## src/rtl/dmp_pkg.sv

```systemverilog
package dmp_pkg;
  localparam int ACK_W = 3;
  localparam logic [ACK_W-1:0] ACK_OK    = 3'b001;
  localparam logic [ACK_W-1:0] ACK_WAIT  = 3'b010;
  localparam logic [ACK_W-1:0] ACK_FAULT = 3'b100;

  typedef enum logic [2:0] {
    SEL_NONE,
    SEL_DP_STAT,
    SEL_DP_BANK,
    SEL_DP_RDBUF,
    SEL_AP_TAR,
    SEL_AP_DRW
  } sel_e;

  typedef enum logic [1:0] {
    BST_IDLE,
    BST_REQ,
    BST_RSP
  } bus_st_e;
endpackage

```

## src/rtl/dmp_decode.sv

```systemverilog
module dmp_decode #(
  parameter int BANK_W = 4
) (
  input  logic [3:0]        ctrl,
  input  logic [BANK_W-1:0] bank,
  output logic              is_ap,
  output logic              is_rd,
  output dmp_pkg::sel_e     sel
);
  import dmp_pkg::*;

  logic [1:0] off;

  always_comb begin
    is_ap = ctrl[0];
    is_rd = ctrl[1];
    off   = ctrl[3:2];
    sel   = SEL_NONE;
    if (!is_ap) begin
      unique case (off)
        2'd0: sel = SEL_DP_STAT;
        2'd2: sel = SEL_DP_BANK;
        2'd3: sel = SEL_DP_RDBUF;
        default: sel = SEL_NONE;
      endcase
    end else if (bank == '0) begin
      unique case (off)
        2'd1: sel = SEL_AP_TAR;
        2'd3: sel = SEL_AP_DRW;
        default: sel = SEL_NONE;
      endcase
    end
  end
endmodule

```

## src/rtl/dmp_regs.sv

```systemverilog
module dmp_regs #(
  parameter int AW      = 32,
  parameter int DW      = 32,
  parameter int BANK_W  = 4,
  parameter int BANK_LSB = 4
) (
  input  logic              clk,
  input  logic              rst_n,
  input  logic              wr_en,
  input  dmp_pkg::sel_e     sel,
  input  logic [DW-1:0]     wdata,
  input  logic              done,
  input  logic              done_err,
  input  logic              done_rd,
  input  logic [DW-1:0]     done_rdata,
  output logic [BANK_W-1:0] bank,
  output logic [AW-1:0]     tar,
  output logic [DW-1:0]     rdbuf,
  output logic              sticky,
  output logic [DW-1:0]     rd_data
);
  import dmp_pkg::*;

  logic [BANK_W-1:0] bank_d;
  logic [AW-1:0]     tar_d;
  logic [DW-1:0]     rdbuf_d;
  logic              sticky_d;
  logic              bank_en, tar_en, rdbuf_en, sticky_en;

  always_comb begin
    bank_en   = wr_en && (sel == SEL_DP_BANK);
    tar_en    = wr_en && (sel == SEL_AP_TAR);
    rdbuf_en  = done && done_rd && !done_err;
    sticky_en = (done && done_err) || (wr_en && (sel == SEL_DP_STAT));
    bank_d    = wdata[BANK_LSB +: BANK_W];
    tar_d     = wdata[AW-1:0];
    rdbuf_d   = done_rdata;
    if (done && done_err) sticky_d = 1'b1;
    else                  sticky_d = sticky && !wdata[0];
  end

  always_ff @(posedge clk or negedge rst_n) begin
    if (!rst_n) begin
      bank   <= '0;
      tar    <= '0;
      rdbuf  <= '0;
      sticky <= 1'b0;
    end else begin
      if (bank_en)   bank   <= bank_d;
      if (tar_en)    tar    <= tar_d;
      if (rdbuf_en)  rdbuf  <= rdbuf_d;
      if (sticky_en) sticky <= sticky_d;
    end
  end

  always_comb begin
    rd_data = '0;
    unique case (sel)
      SEL_DP_STAT:  rd_data[0] = sticky;
      SEL_DP_BANK:  rd_data[BANK_LSB +: BANK_W] = bank;
      SEL_DP_RDBUF: rd_data = rdbuf;
      SEL_AP_TAR:   rd_data[AW-1:0] = tar;
      SEL_AP_DRW:   rd_data = rdbuf;
      default:      rd_data = '0;
    endcase
  end

  p_sticky_src_r9: assert property (@(posedge clk) disable iff (!rst_n)
    $rose(sticky) |-> $past(done && done_err));
endmodule

```

## src/rtl/dmp_bus_master.sv

```systemverilog
module dmp_bus_master #(
  parameter int AW = 32,
  parameter int DW = 32
) (
  input  logic          clk,
  input  logic          rst_n,
  input  logic          launch,
  input  logic          launch_wr,
  input  logic [AW-1:0] launch_addr,
  input  logic [DW-1:0] launch_wdata,
  output logic          busy,
  output logic          done,
  output logic          done_err,
  output logic          done_rd,
  output logic [DW-1:0] done_rdata,
  output logic          m_req_valid,
  input  logic          m_req_ready,
  output logic          m_req_write,
  output logic [AW-1:0] m_req_addr,
  output logic [DW-1:0] m_req_wdata,
  input  logic          m_rsp_valid,
  input  logic [DW-1:0] m_rsp_rdata,
  input  logic          m_rsp_err
);
  import dmp_pkg::*;

  bus_st_e       st_q, st_d;
  logic          wr_q;
  logic [AW-1:0] addr_q;
  logic [DW-1:0] wdata_q;
  logic          cap_en;

  always_comb begin
    st_d   = st_q;
    cap_en = 1'b0;
    unique case (st_q)
      BST_IDLE: if (launch) begin
        st_d   = BST_REQ;
        cap_en = 1'b1;
      end
      BST_REQ:  if (m_req_ready) st_d = BST_RSP;
      BST_RSP:  if (m_rsp_valid) st_d = BST_IDLE;
      default:  st_d = BST_IDLE;
    endcase
  end

  always_ff @(posedge clk or negedge rst_n) begin
    if (!rst_n) st_q <= BST_IDLE;
    else        st_q <= st_d;
  end

  always_ff @(posedge clk or negedge rst_n) begin
    if (!rst_n) begin
      wr_q    <= 1'b0;
      addr_q  <= '0;
      wdata_q <= '0;
    end else if (cap_en) begin
      wr_q    <= launch_wr;
      addr_q  <= launch_addr;
      wdata_q <= launch_wdata;
    end
  end

  always_comb begin
    busy        = (st_q != BST_IDLE);
    m_req_valid = (st_q == BST_REQ);
    m_req_write = wr_q;
    m_req_addr  = addr_q;
    m_req_wdata = wdata_q;
    done        = (st_q == BST_RSP) && m_rsp_valid;
    done_err    = m_rsp_err;
    done_rd     = !wr_q;
    done_rdata  = m_rsp_rdata;
  end

  p_req_hold_r7: assert property (@(posedge clk) disable iff (!rst_n)
    (m_req_valid && !m_req_ready) |=>
      (m_req_valid && $stable(m_req_addr) && $stable(m_req_wdata) && $stable(m_req_write)));

  p_launch_idle_r8: assert property (@(posedge clk) disable iff (!rst_n)
    $rose(m_req_valid) |-> $past(launch && !busy));
endmodule

```

## src/rtl/dbg_mem_port.sv

```systemverilog
module dbg_mem_port #(
  parameter int AW       = 32,
  parameter int DW       = 32,
  parameter int BANK_W   = 4,
  parameter int BANK_LSB = 4
) (
  input  logic          clk,
  input  logic          rst_n,
  input  logic          req_valid,
  input  logic [7:0]    req_ctrl,
  input  logic [DW-1:0] req_wdata,
  output logic          rsp_valid,
  output logic [2:0]    rsp_ack,
  output logic [DW-1:0] rsp_rdata,
  output logic          m_req_valid,
  input  logic          m_req_ready,
  output logic          m_req_write,
  output logic [AW-1:0] m_req_addr,
  output logic [DW-1:0] m_req_wdata,
  input  logic          m_rsp_valid,
  input  logic [DW-1:0] m_rsp_rdata,
  input  logic          m_rsp_err
);
  import dmp_pkg::*;

  localparam int SYNC_STAGES = 2;

  logic [SYNC_STAGES-1:0] rst_sync_q;
  logic                   rst_int_n;

  always_ff @(posedge clk or negedge rst_n) begin
    if (!rst_n) rst_sync_q <= '0;
    else        rst_sync_q <= {rst_sync_q[SYNC_STAGES-2:0], 1'b1};
  end
  assign rst_int_n = rst_sync_q[SYNC_STAGES-1];

  logic unused_ctrl_hi;
  assign unused_ctrl_hi = ^req_ctrl[7:4];

  logic              is_ap, is_rd;
  sel_e              sel;
  logic [BANK_W-1:0] bank;
  logic [AW-1:0]     tar;
  logic [DW-1:0]     rdbuf, rd_data;
  logic              sticky, busy;
  logic              done, done_err, done_rd;
  logic [DW-1:0]     done_rdata;
  logic              blocked, faulted, accept, wr_en, launch;

  dmp_decode #(.BANK_W(BANK_W)) u_dec (
    .ctrl  (req_ctrl[3:0]),
    .bank  (bank),
    .is_ap (is_ap),
    .is_rd (is_rd),
    .sel   (sel)
  );

  always_comb begin
    blocked = busy;
    faulted = !busy && is_ap && sticky;
    accept  = req_valid && !blocked && !faulted;
    wr_en   = accept && !is_rd;
    launch  = accept && (sel == SEL_AP_DRW);
  end

  dmp_regs #(.AW(AW), .DW(DW), .BANK_W(BANK_W), .BANK_LSB(BANK_LSB)) u_regs (
    .clk        (clk),
    .rst_n      (rst_int_n),
    .wr_en      (wr_en),
    .sel        (sel),
    .wdata      (req_wdata),
    .done       (done),
    .done_err   (done_err),
    .done_rd    (done_rd),
    .done_rdata (done_rdata),
    .bank       (bank),
    .tar        (tar),
    .rdbuf      (rdbuf),
    .sticky     (sticky),
    .rd_data    (rd_data)
  );

  dmp_bus_master #(.AW(AW), .DW(DW)) u_bus (
    .clk          (clk),
    .rst_n        (rst_int_n),
    .launch       (launch),
    .launch_wr    (!is_rd),
    .launch_addr  (tar),
    .launch_wdata (req_wdata),
    .busy         (busy),
    .done         (done),
    .done_err     (done_err),
    .done_rd      (done_rd),
    .done_rdata   (done_rdata),
    .m_req_valid  (m_req_valid),
    .m_req_ready  (m_req_ready),
    .m_req_write  (m_req_write),
    .m_req_addr   (m_req_addr),
    .m_req_wdata  (m_req_wdata),
    .m_rsp_valid  (m_rsp_valid),
    .m_rsp_rdata  (m_rsp_rdata),
    .m_rsp_err    (m_rsp_err)
  );

  logic          rsp_valid_d;
  logic [2:0]    rsp_ack_d;
  logic [DW-1:0] rsp_rdata_d;

  always_comb begin
    rsp_valid_d = req_valid;
    rsp_ack_d   = '0;
    rsp_rdata_d = '0;
    if (req_valid) begin
      if (blocked)      rsp_ack_d = ACK_WAIT;
      else if (faulted) rsp_ack_d = ACK_FAULT;
      else begin
        rsp_ack_d = ACK_OK;
        if (is_rd) rsp_rdata_d = rd_data;
      end
    end
  end

  always_ff @(posedge clk or negedge rst_int_n) begin
    if (!rst_int_n) begin
      rsp_valid <= 1'b0;
      rsp_ack   <= '0;
      rsp_rdata <= '0;
    end else begin
      rsp_valid <= rsp_valid_d;
      rsp_ack   <= rsp_ack_d;
      rsp_rdata <= rsp_rdata_d;
    end
  end

  p_rsp_follows_r2: assert property (@(posedge clk) disable iff (!rst_int_n)
    req_valid |=> rsp_valid);
  p_rsp_only_r2: assert property (@(posedge clk) disable iff (!rst_int_n)
    !req_valid |=> !rsp_valid);
  p_ack_onehot_r2: assert property (@(posedge clk) disable iff (!rst_int_n)
    rsp_valid |-> ($countones(rsp_ack) == 1));
  p_wait_busy_r8: assert property (@(posedge clk) disable iff (!rst_int_n)
    (req_valid && m_req_valid) |=> (rsp_ack == ACK_WAIT));
endmodule

```

## config.mk

```make
export PLATFORM = sky130hd
export DESIGN_NAME = dbg_mem_port
export DESIGN_NICKNAME = d
export VERILOG_FILES = /design/src/rtl/dmp_pkg.sv /design/src/rtl/dmp_decode.sv /design/src/rtl/dmp_regs.sv /design/src/rtl/dmp_bus_master.sv /design/src/rtl/dbg_mem_port.sv
export SDC_FILE = /design/constraint.sdc
export NUM_CORES = 1
export LEC_CHECK = 0
export BUFFER_PORTS_ARGS = -buffer_cell sky130_fd_sc_hd__clkbuf_2
export CAP_MARGIN = 5
export CORE_ASPECT_RATIO = 1.2
export CORE_MARGIN = 2
export CORE_UTILIZATION = 45
export CTS_CLUSTER_DIAMETER = 40
export CTS_CLUSTER_SIZE = 24
export DETAILED_ROUTE_END_ITERATION = 10
export GPL_TIMING_DRIVEN = 0
export PLACE_DENSITY = 0.67
export RECOVER_POWER = 50
export SYNTH_ARGS = -nofsm -noshare
export SYNTH_HDL_FRONTEND = slang
export SYNTH_SLANG_ARGS = --single-unit
export TNS_END_PERCENT = 50
```

## constraint.sdc

```tcl
create_clock -name clk -period 11.9 [get_ports clk]
set_input_delay 2.38 -clock clk [delete_from_list [all_inputs] [get_ports clk]]
set_output_delay 2.38 -clock clk [all_outputs]
set_load 0.02 [all_outputs]
```

Yosys cells after proc, flatten, opt, wreduce, memory -nomap -nowiden. Cells that the tools add are included.

Equal/unequal tests: 13. Reductions and logical operators: 27. Muxes and demuxes: 22.

Operator list (count): two-way mux 32 bit (4); case mux 24 bit (2 select lines) (1); two-way mux 3 bit (5); logical AND 1 bit (14); case mux 2 bit (3 select lines) (2); case mux 3 bit (2 select lines) (2); case mux 4 bit (3 select lines) (1); == test 2 bit (second input constant) (3); == test 3 x 2 -> 1 bit (second input constant) (2); == test 3 bit (second input constant) (2); logical NOT 1 bit (6); two-way mux 2 bit (3); == test 2 x 1 -> 1 bit (second input constant) (2); logical NOT 2 bit (2); logical NOT 4 bit (1); inequality test 2 bit (second input constant) (2); == test 3 x 1 -> 1 bit (second input constant) (1); two-way mux 1 bit (3); case mux 1 bit (3 select lines) (1); AND reduction 3 bit (1); inequality test 2 x 1 -> 1 bit (second input constant) (1); nonzero test 2 bit (1); OR reduction 2 bit (1); logical OR 1 bit (1).

Bits in registers: 174. Word-level logic and storage cells: 74. Bits of input ports: 78. Output and inout bits: 102.

Logic depth before layout (Yosys ltp). Gate-level depths: netlist (run 1).

Word-level depth: 11. Depth in mapped cells: 9. Depth with buffers taken out: 6.

By module. A second synthesis (run 1) with hierarchy kept.

Cell total of the unflattened synthesis: 526. Area, all modules: 7527.2 um^2.

Modules (own cells, without submodules): dmp_regs (cells an instance 205, area an instance 3039.2 um^2, instances 1, seq. area each 1726.7 um^2); dmp_bus_master (cells an instance 182, area an instance 2787.7 um^2, instances 1, seq. area each 1676.6 um^2); dbg_mem_port (cells an instance 125, area an instance 1582.8 um^2, instances 1, seq. area each 950.9 um^2); dmp_decode (cells an instance 14, area an instance 117.6 um^2, instances 1, seq. area each 0.0 um^2).

Worst setup path after synthesis (run 1). Ideal clock, no wire load.

Kind: input to register. Start: in req_ctrl[2]. End: reg u_bus.addr_q[24], in the netlist u_bus.m_req_addr[24]. Path slack: 7.969 ns. Path buffers: 3. Data arrival time: 3.806 ns. Required time: 11.775 ns. Library setup time: 0.125 ns. Stages on the path: 9. Cell sequence: inv_1 -> ha_1 -> nand2b_1 -> nand2b_1 -> buf_2 -> and4b_4 -> buf_12 -> buf_12 -> mux2_4.

Cells in the longest elaborated chain, start to end: 8. Elaborated cells between the ends (all ways): 12. Classes of those cells: eq/ne: 4; mux: 6; reduce/logical: 2.

RTL lines: from (decl) (RTL line dbg_mem_port.sv:10) `input logic [7:0] req_ctrl,`; == test 2 bit or == test 2 x 1 -> 1 bit (tied branches) (RTL line dmp_decode.sv:20, dmp_decode.sv:27); case mux 3 bit (2 select lines) (RTL line dmp_decode.sv:27) `unique case (off)`; two-way mux 3 bit (RTL line dmp_decode.sv:26) `end else if (bank == '0) begin`; two-way mux 3 bit (*) (RTL line dmp_decode.sv:19) `if (!is_ap) begin`; == test 3 bit (*) (RTL line dbg_mem_port.sv:63) `launch = accept && (sel == SEL_AP_DRW);`; logical AND 1 bit (*) (RTL line dbg_mem_port.sv:63); two-way mux 1 bit (*) (RTL line dmp_bus_master.sv:37) `BST_IDLE: if (launch) begin`; two-way mux 1 bit (*) (RTL line dmp_bus_master.sv:36) `unique case (st_q)`; to (signal assigned) (RTL line dmp_bus_master.sv:59) `addr_q <= launch_addr;`; to (decl) (RTL line dmp_bus_master.sv:29) `logic [AW-1:0] addr_q;`.

Mark *: on every way between the ends. The rest lies on a longest branch, timed or not. A chain may end at the register's enable or synchronous reset.

==> results of run 1 <==
[registers in the layout, summed over array words and instances, names as in the netlist]
name,cells
rsp_rdata,32
u_bus.m_req_addr,32
u_bus.m_req_wdata,32
u_regs.rdbuf,32
u_regs.tar,32
u_regs.bank,4
rsp_ack,3
rst_sync_q,2
u_bus.st_q,2
rsp_valid,1
u_bus.m_req_write,1
u_regs.sticky,1
[final timing paths]
kind	depth (start not counted)	slack [ns]	startpoint	end
setup / recovery	1	6.79	rst_sync_q[1]	u_bus.m_req_addr[23]
hold / removal	0	0.36	rst_sync_q[0]	rst_sync_q[1]
setup reg to reg	1	6.79	rst_sync_q[1]	u_bus.m_req_addr[23]
hold reg to reg	0	0.36	rst_sync_q[0]	rst_sync_q[1]
max in group clk	8	7.79	req_ctrl[2]	u_regs.tar[9]
min in group asynchronous	0	0.75	rst_sync_q[1]	u_bus.m_req_wdata[1]
[metal layers]
layer | vias to the layer above | track usage | share of wire
li1 | 2159 | - | -
met1 | 2380 | 0.247 | 0.41
met2 | 134 | 0.345 | 0.51
met3 | 30 | 0.0561 | 0.053
met4 | 2 | 0.0746 | 0.022
met5 | - | 0 | 0.00067
[logic make-up after synthesis]
group,Yosys count,synth area share
AO/OA/AOI/OAI,77,0.0723
other,1,0.000524
AND/OR/NAND/NOR,54,0.0463
multiplexers,133,0.230
flip-flops,174,0.608
adder cells (fa/ha/maj),4,0.00699
buffers and inverters,39,0.0358
[power by group through the flow]
stage | clock [mW] | combinational, mW | sequential [mW]
5_1_grt | 0.591 | 0.465 | 0.852
2_1_floorplan | 0 | 0.192 | 0.931
6_report | 0.551 | 0.434 | 0.834
4_1_cts | 0.562 | 0.447 | 0.835
3_5_place_dp | 0 | 0.445 | 0.844
3_3_place_gp | 0 | 0.425 | 0.844
[through the flow]
step,worst slack [ns],cells,total power [mW]
floorplan,6.69,482,1.12
global placement,5.07,865,1.27
detailed placement,7.31,867,1.29
CTS,7.75,899,1.84
global route,5.67,899,1.91
finish,6.79,900,1.82
[cells in the mapped netlist (2+ instances only)]
library cell  number  area [sq um]
nand2b_1           2          12.5
nand2_1            2          7.51
nand3b_1           2          15.0
a32oi_1            4          35.0
buf_2             14          70.1
a21oi_1           31           155
buf_4              3          22.5
ha_1               4          50.1
clkbuf_1          12          45.0
dfrtp_1          174          4350
mux2_2            90          1010
nor2b_1            3          18.8
o211ai_1          31           233
o21ai_0            2          10.0
nand3_1           27           135
mux2_1             2          22.5
mux2_4            40           601
inv_1              5          18.8
buf_12             5           100
nor2_1             3          11.3
and3_1             2          12.5
[final cells by class]
type | instances | area (sq um) | area share
Sequential cell | 174 | 4350 | 0.493
Multi-Input combinational cell | 269 | 2540 | 0.288
Timing Repair Buffer | 177 | 827 | 0.0936
Clock buffer | 20 | 457 | 0.0517
Tap cell | 208 | 260 | 0.0295
Buffer | 34 | 238 | 0.0269
Clock inverter | 12 | 134 | 0.0152
Inverter | 5 | 18.8 | 0.00212
Antenna cell | 1 | 2.50 | 0.000283
==> impl_results.md, run 1 <==
* Synth Cell Area at 7160 sq um
* Peak supply drop at 0.109 mV
* Type of origin of the critical path: register
* Rows at 50
* DIE AREA at 16900 sq um
* Worst Hold Class: register to register
* Crit path max-delay family: buffers and inverters
* Setup TNS at 0 ns
* Clock Power Share at 0.303
* Pins Over Slew Limit at 177
* H-Tree Depth at 4
* Buffer depth of the longest clock path at 2
* Nets at 760
* PwrDens at 206 nW/um^2
* Fin Hold WS at 0.359 ns
* Total grt overflow at 0
* Sw frac at 0.304
* Library cells used by synthesis at 45
* Drt via density at 5.23
* Total number of vias at 4705
* Initial antenna violation count at 2
* Tot GR Track Use at 0.203
* Pint at 1.27 mW
* Leakage power at 4.32 nW
* Clock Pin Slew Worst Setup and Hold Paths at 0.07 ns
* Post-route DRC at 0
* First-pass GRT wire length at 26.4 mm
* Worst Path Arrival at 4.77 ns
* Num CTS Buffers at 17
* Psw at 553 uW
* Final hold viol count at 0
* Die height at 142 microns
* DP HPWL at 12.2 mm
* Crit path kind: register to asynchronous set/reset pin
* Post-cts sizing count at 0
* Worst path max stage delay at 2.74 ns
* Core Region at 15600 sq um
* Most common cell after layout, fill and taps aside: dfrtp_1
* Mapped Avg Cell Area at 14.9 sq um
* Setup crit end kind: asynchronous set/reset pin
* Synth-to-Final Area Change at 23.4%
* CTS tree: built
* Clk Latency, worst-skew pair at 0.43 ns
* Sequential area share after synthesis at 0.608
* Least-Margin Pin Slew at 3.77 ns
* CTS root buf: clkbuf_16
* # fillers at 1310
* Outcome: finished, violations left
* Iteration-0 DRC count of the detailed router at 216
* Vias in the first global route at 5040
* Synth warn at 0
* Setup bufs post-CTS at 0
* Crit path time final at 5.11 ns
* Final RePlAce weighted congestion at 0.768
* Initial Util at 0.460
* Slew HR at -1.51
* Num Clock Sinks at 174
* Final instance area at 8840 sq um
* Most frequent cells in the layout: dfrtp_1, clkbuf_2, mux2_2
* FF+latch count, synth at 174
* Synth Instances at 482
* Share of layout cells above drive strength 1 at 0.462
* Final ANT Viol Nets at 0
* Post-synth ARST share at 1.00
* WL final at 16.5 mm
* Port buffer count at 175
* Post-cts hold buffer count at 0
* Post-DR wirelength/cell at 18.4 microns
* CP Buf/Inv Count at 1
* EDFF count, synth at 0
* Critical-path top delay cell: clkbuf_1
* Synth Flop Type: dfrtp_1
* Achievable Freq at 196 MHz
* Num ports at 180
* Violated checks: max-capacitance violations, max-slew violations
* Worst-path fanout max at 74
* Fin util at 0.567
* Crit-path cells: clkbuf_1
* First-pass DRT Iterations at 4
* Clock skew at 0.0104 ns
* Sequential Power Share at 0.458
* Period utilization at 0.429
* Largest net degree at the start of global routing at 75
* Post-placement cell area at 8360 sq um
* RSZ-0062 raised after global routing: false
* Number of max-cap violations at 3
* CP required at 11.56 ns
* Combinational power share at 0.239
* Die X at 119 microns
* Syn_nets at 564
* Final setup fails at 0
No activity file was read; power rests on OpenSTA's default activity.
==> run 2, diff against run 1 <==
==> constraint.sdc (replaced) <==
create_clock -name clk -period 5.32 [get_ports clk]
set_input_delay 1.064 -clock clk [delete_from_list [all_inputs] [get_ports clk]]
set_output_delay 1.064 -clock clk [all_outputs]
set_load 0.02 [all_outputs]
==> run 2 against run 1 <==
  * The flow still finishes with violations (max-capacitance violations, max-slew violations)
  * Final area rose by 0.28%
  * Utilization rose by 0.16 points
  * Global-route usage unchanged
  * Total power is 120% higher
  * Critical path type unchanged
  * Worst setup slack got worse by 4.8 ns
  * Final cell count did not move
  * Critical path depth did not move
  * Critical endpoint unchanged
  * Clock skew is 0.0013 ns lower
==> impl_results.md, run 2 (same netlist as run 1, synthesis figures left out) <==
* Clock Pin Slew Worst Setup and Hold Paths at 0.07 ns (about the same)
* Pint at 2.83 mW (+120%)
* DP HPWL at 12.2 mm (unchanged)
* Final setup fails at 0 (unchanged)
* Violated checks: max-capacitance violations, max-slew violations
* Total grt overflow at 0 (unchanged)
* Sequential Power Share at 0.458 (about the same)
* Core Region at 15600 sq um (unchanged)
* Nets at 760 (unchanged)
* Type of origin of the critical path: register
* Iteration-0 DRC count of the detailed router at 190 (-12%)
* CP Buf/Inv Count at 1 (unchanged)
* Power Total at 4.07 mW (+120%)
* Most common cell after layout, fill and taps aside: dfrtp_1
* Pre-CTS setup slack at 2.05 ns (-5.26 ns)
* M1 WL at 6.86 mm (+0.54%)
* Post-cts hold buffer count at 0 (unchanged)
* Fin util at 0.569 (+0.00161)
* Peak supply drop at 0.243 mV (+120%)
* Die X at 119 microns (unchanged)
* Total number of vias at 4689 (-0.34%)
* CTS tree: built
* WL final at 16.5 mm (about the same)
* Buffer depth of the longest clock path at 2 (unchanged)
* Setup bufs post-CTS at 0 (unchanged)
* Psw at 1.24 mW (+120%)
* Clock skew at 0.00912 ns (-0.00129 ns)
* Slew HR at -0.264 (+1.25)
* Synth-to-Final Area Change at 23.7%
* Metal3 WL at 871 microns (-0.57%)
* Die height at 142 microns (unchanged)
* Worst Hold Class: register to register
* Met2 wire len at 8.42 mm (-0.39%)
* Post-placement cell area at 8360 sq um (unchanged)
* Worst-path fanout max at 74 (unchanged)
* Num ports at 180 (unchanged)
* Crit-path cells: clkbuf_2
* DIE AREA at 16900 sq um (unchanged)
* Most frequent cells in the layout: dfrtp_1, clkbuf_2, mux2_2
* Leakage power at 4.34 nW (+0.33%)
* First-pass GRT wire length at 26.4 mm (unchanged)
* Num CTS Buffers at 17 (unchanged)
* Share of layout cells above drive strength 1 at 0.465 (+0.00289)
* Final WS setup at 1.95 ns (-4.84 ns)
* Setup TNS at 0 ns (unchanged)
* Post-route DRC at 0 (unchanged)
* Final RePlAce weighted congestion at 0.768 (unchanged)
* Clk Latency, worst-skew pair at 0.42 ns (about the same)
* Tot GR Track Use at 0.203 (unchanged)
* Least-Margin Pin Slew at 1.90 ns (-1.88 ns)
* Outcome: finished, violations left
* Post-DR wirelength/cell at 18.4 microns (about the same)
* Num Clock Sinks at 174 (unchanged)
* Final instance area at 8860 sq um (+0.28%)
* Clock Power Share at 0.302 (about the same)
* Largest net degree at the start of global routing at 75 (unchanged)
* H-Tree Depth at 4 (unchanged)
* First-pass DRT Iterations at 4 (unchanged)
* Crit path kind: register to asynchronous set/reset pin
* Rows at 50 (unchanged)
* CP required at 5.52 ns (-6.04 ns)
* Crit path max-delay family: flip-flops
* Sw frac at 0.304 (-0.000389)
* CTS root buf: clkbuf_16
* Crit path time final at 3.37 ns (-1.74 ns)
* Achievable Freq at 297 MHz (+52%)
* Final ANT Viol Nets at 0 (unchanged)
* Port buffer count at 175 (unchanged)
* Worst path max stage delay at 1.62 ns (-1.12 ns)
* RSZ-0062 raised after global routing: false
* Post-cts sizing count at 0 (unchanged)
* Combinational power share at 0.239 (about the same)
* Initial antenna violation count at 2 (unchanged)
* Drt via density at 5.21 (-0.34%)
* Final hold viol count at 0 (unchanged)
* Critical-path top delay cell: dfrtp_1
* Pins Over Slew Limit at 121 (-32%)
* Worst Path Arrival at 3.57 ns (-1.20 ns)
* Number of max-cap violations at 2 (-1)
* Vias in the first global route at 5040 (unchanged)
* Initial Util at 0.460 (unchanged)
* DR top layer: met5
* Period utilization at 0.634 (+0.204)
* PwrDens at 459 nW/um^2 (+120%)
* Setup crit end kind: asynchronous set/reset pin
==> run 2: layout make-up <==
| class | instances | area [sq um] |
|---|---|---|
| antenna | 1 | 2.50 |
| buffer | 34 | 238 |
| clock buffer | 20 | 457 |
| clock inverter | 12 | 134 |
| fill | 1305 | 6720 |
| inverter | 5 | 18.8 |
| multi-input combinational | 269 | 2540 |
| sequential | 174 | 4350 |
| tap | 208 | 260 |
| timing repair buffer | 177 | 852 |
==> run 2: metal layers <==
layer  track usage  vias up
met2         0.345      130
met1         0.247     2367
met4        0.0746        2
met3        0.0561       31
met5             0        -
li1              -     2159
==> run 2: worst paths after layout <==
| path | slack [ns] | to | start | cells after the start |
|---|---|---|---|---|
| worst max-delay path | 1.95 | u_bus.m_req_addr[23] | rst_sync_q[1] | 1 |
| worst min register to register | 0.36 | rst_sync_q[1] | rst_sync_q[0] | 0 |
| max in group clk | 2.53 | u_regs.tar[9] | req_ctrl[2] | 8 |
| min in group asynchronous | 0.41 | rst_sync_q[0] | rst_n | 1 |
| worst max register to register | 1.95 | u_bus.m_req_addr[23] | rst_sync_q[1] | 1 |
| worst min-delay path | 0.36 | rst_sync_q[1] | rst_sync_q[0] | 0 |
==> run 2: stage by stage <==
stage / hold WS (ns) / cells
2_1_floorplan: 0.331 / 482
3_3_place_gp: 0.338 / 865
3_5_place_dp: 0.345 / 867
4_1_cts: 0.365 / 899
5_1_grt: 0.371 / 899
6_report: 0.359 / 900
==> run 2: power groups by stage <==
stage                     Clock (mW)  Sequential (mW)  Combinational (mW)
after global placement             0             1.89               0.950
after CTS                       1.26             1.87                1.00
after floorplan                    0             2.08               0.430
after detailed placement           0             1.89               0.995
after global routing            1.32             1.91                1.04
final                           1.23             1.86               0.973
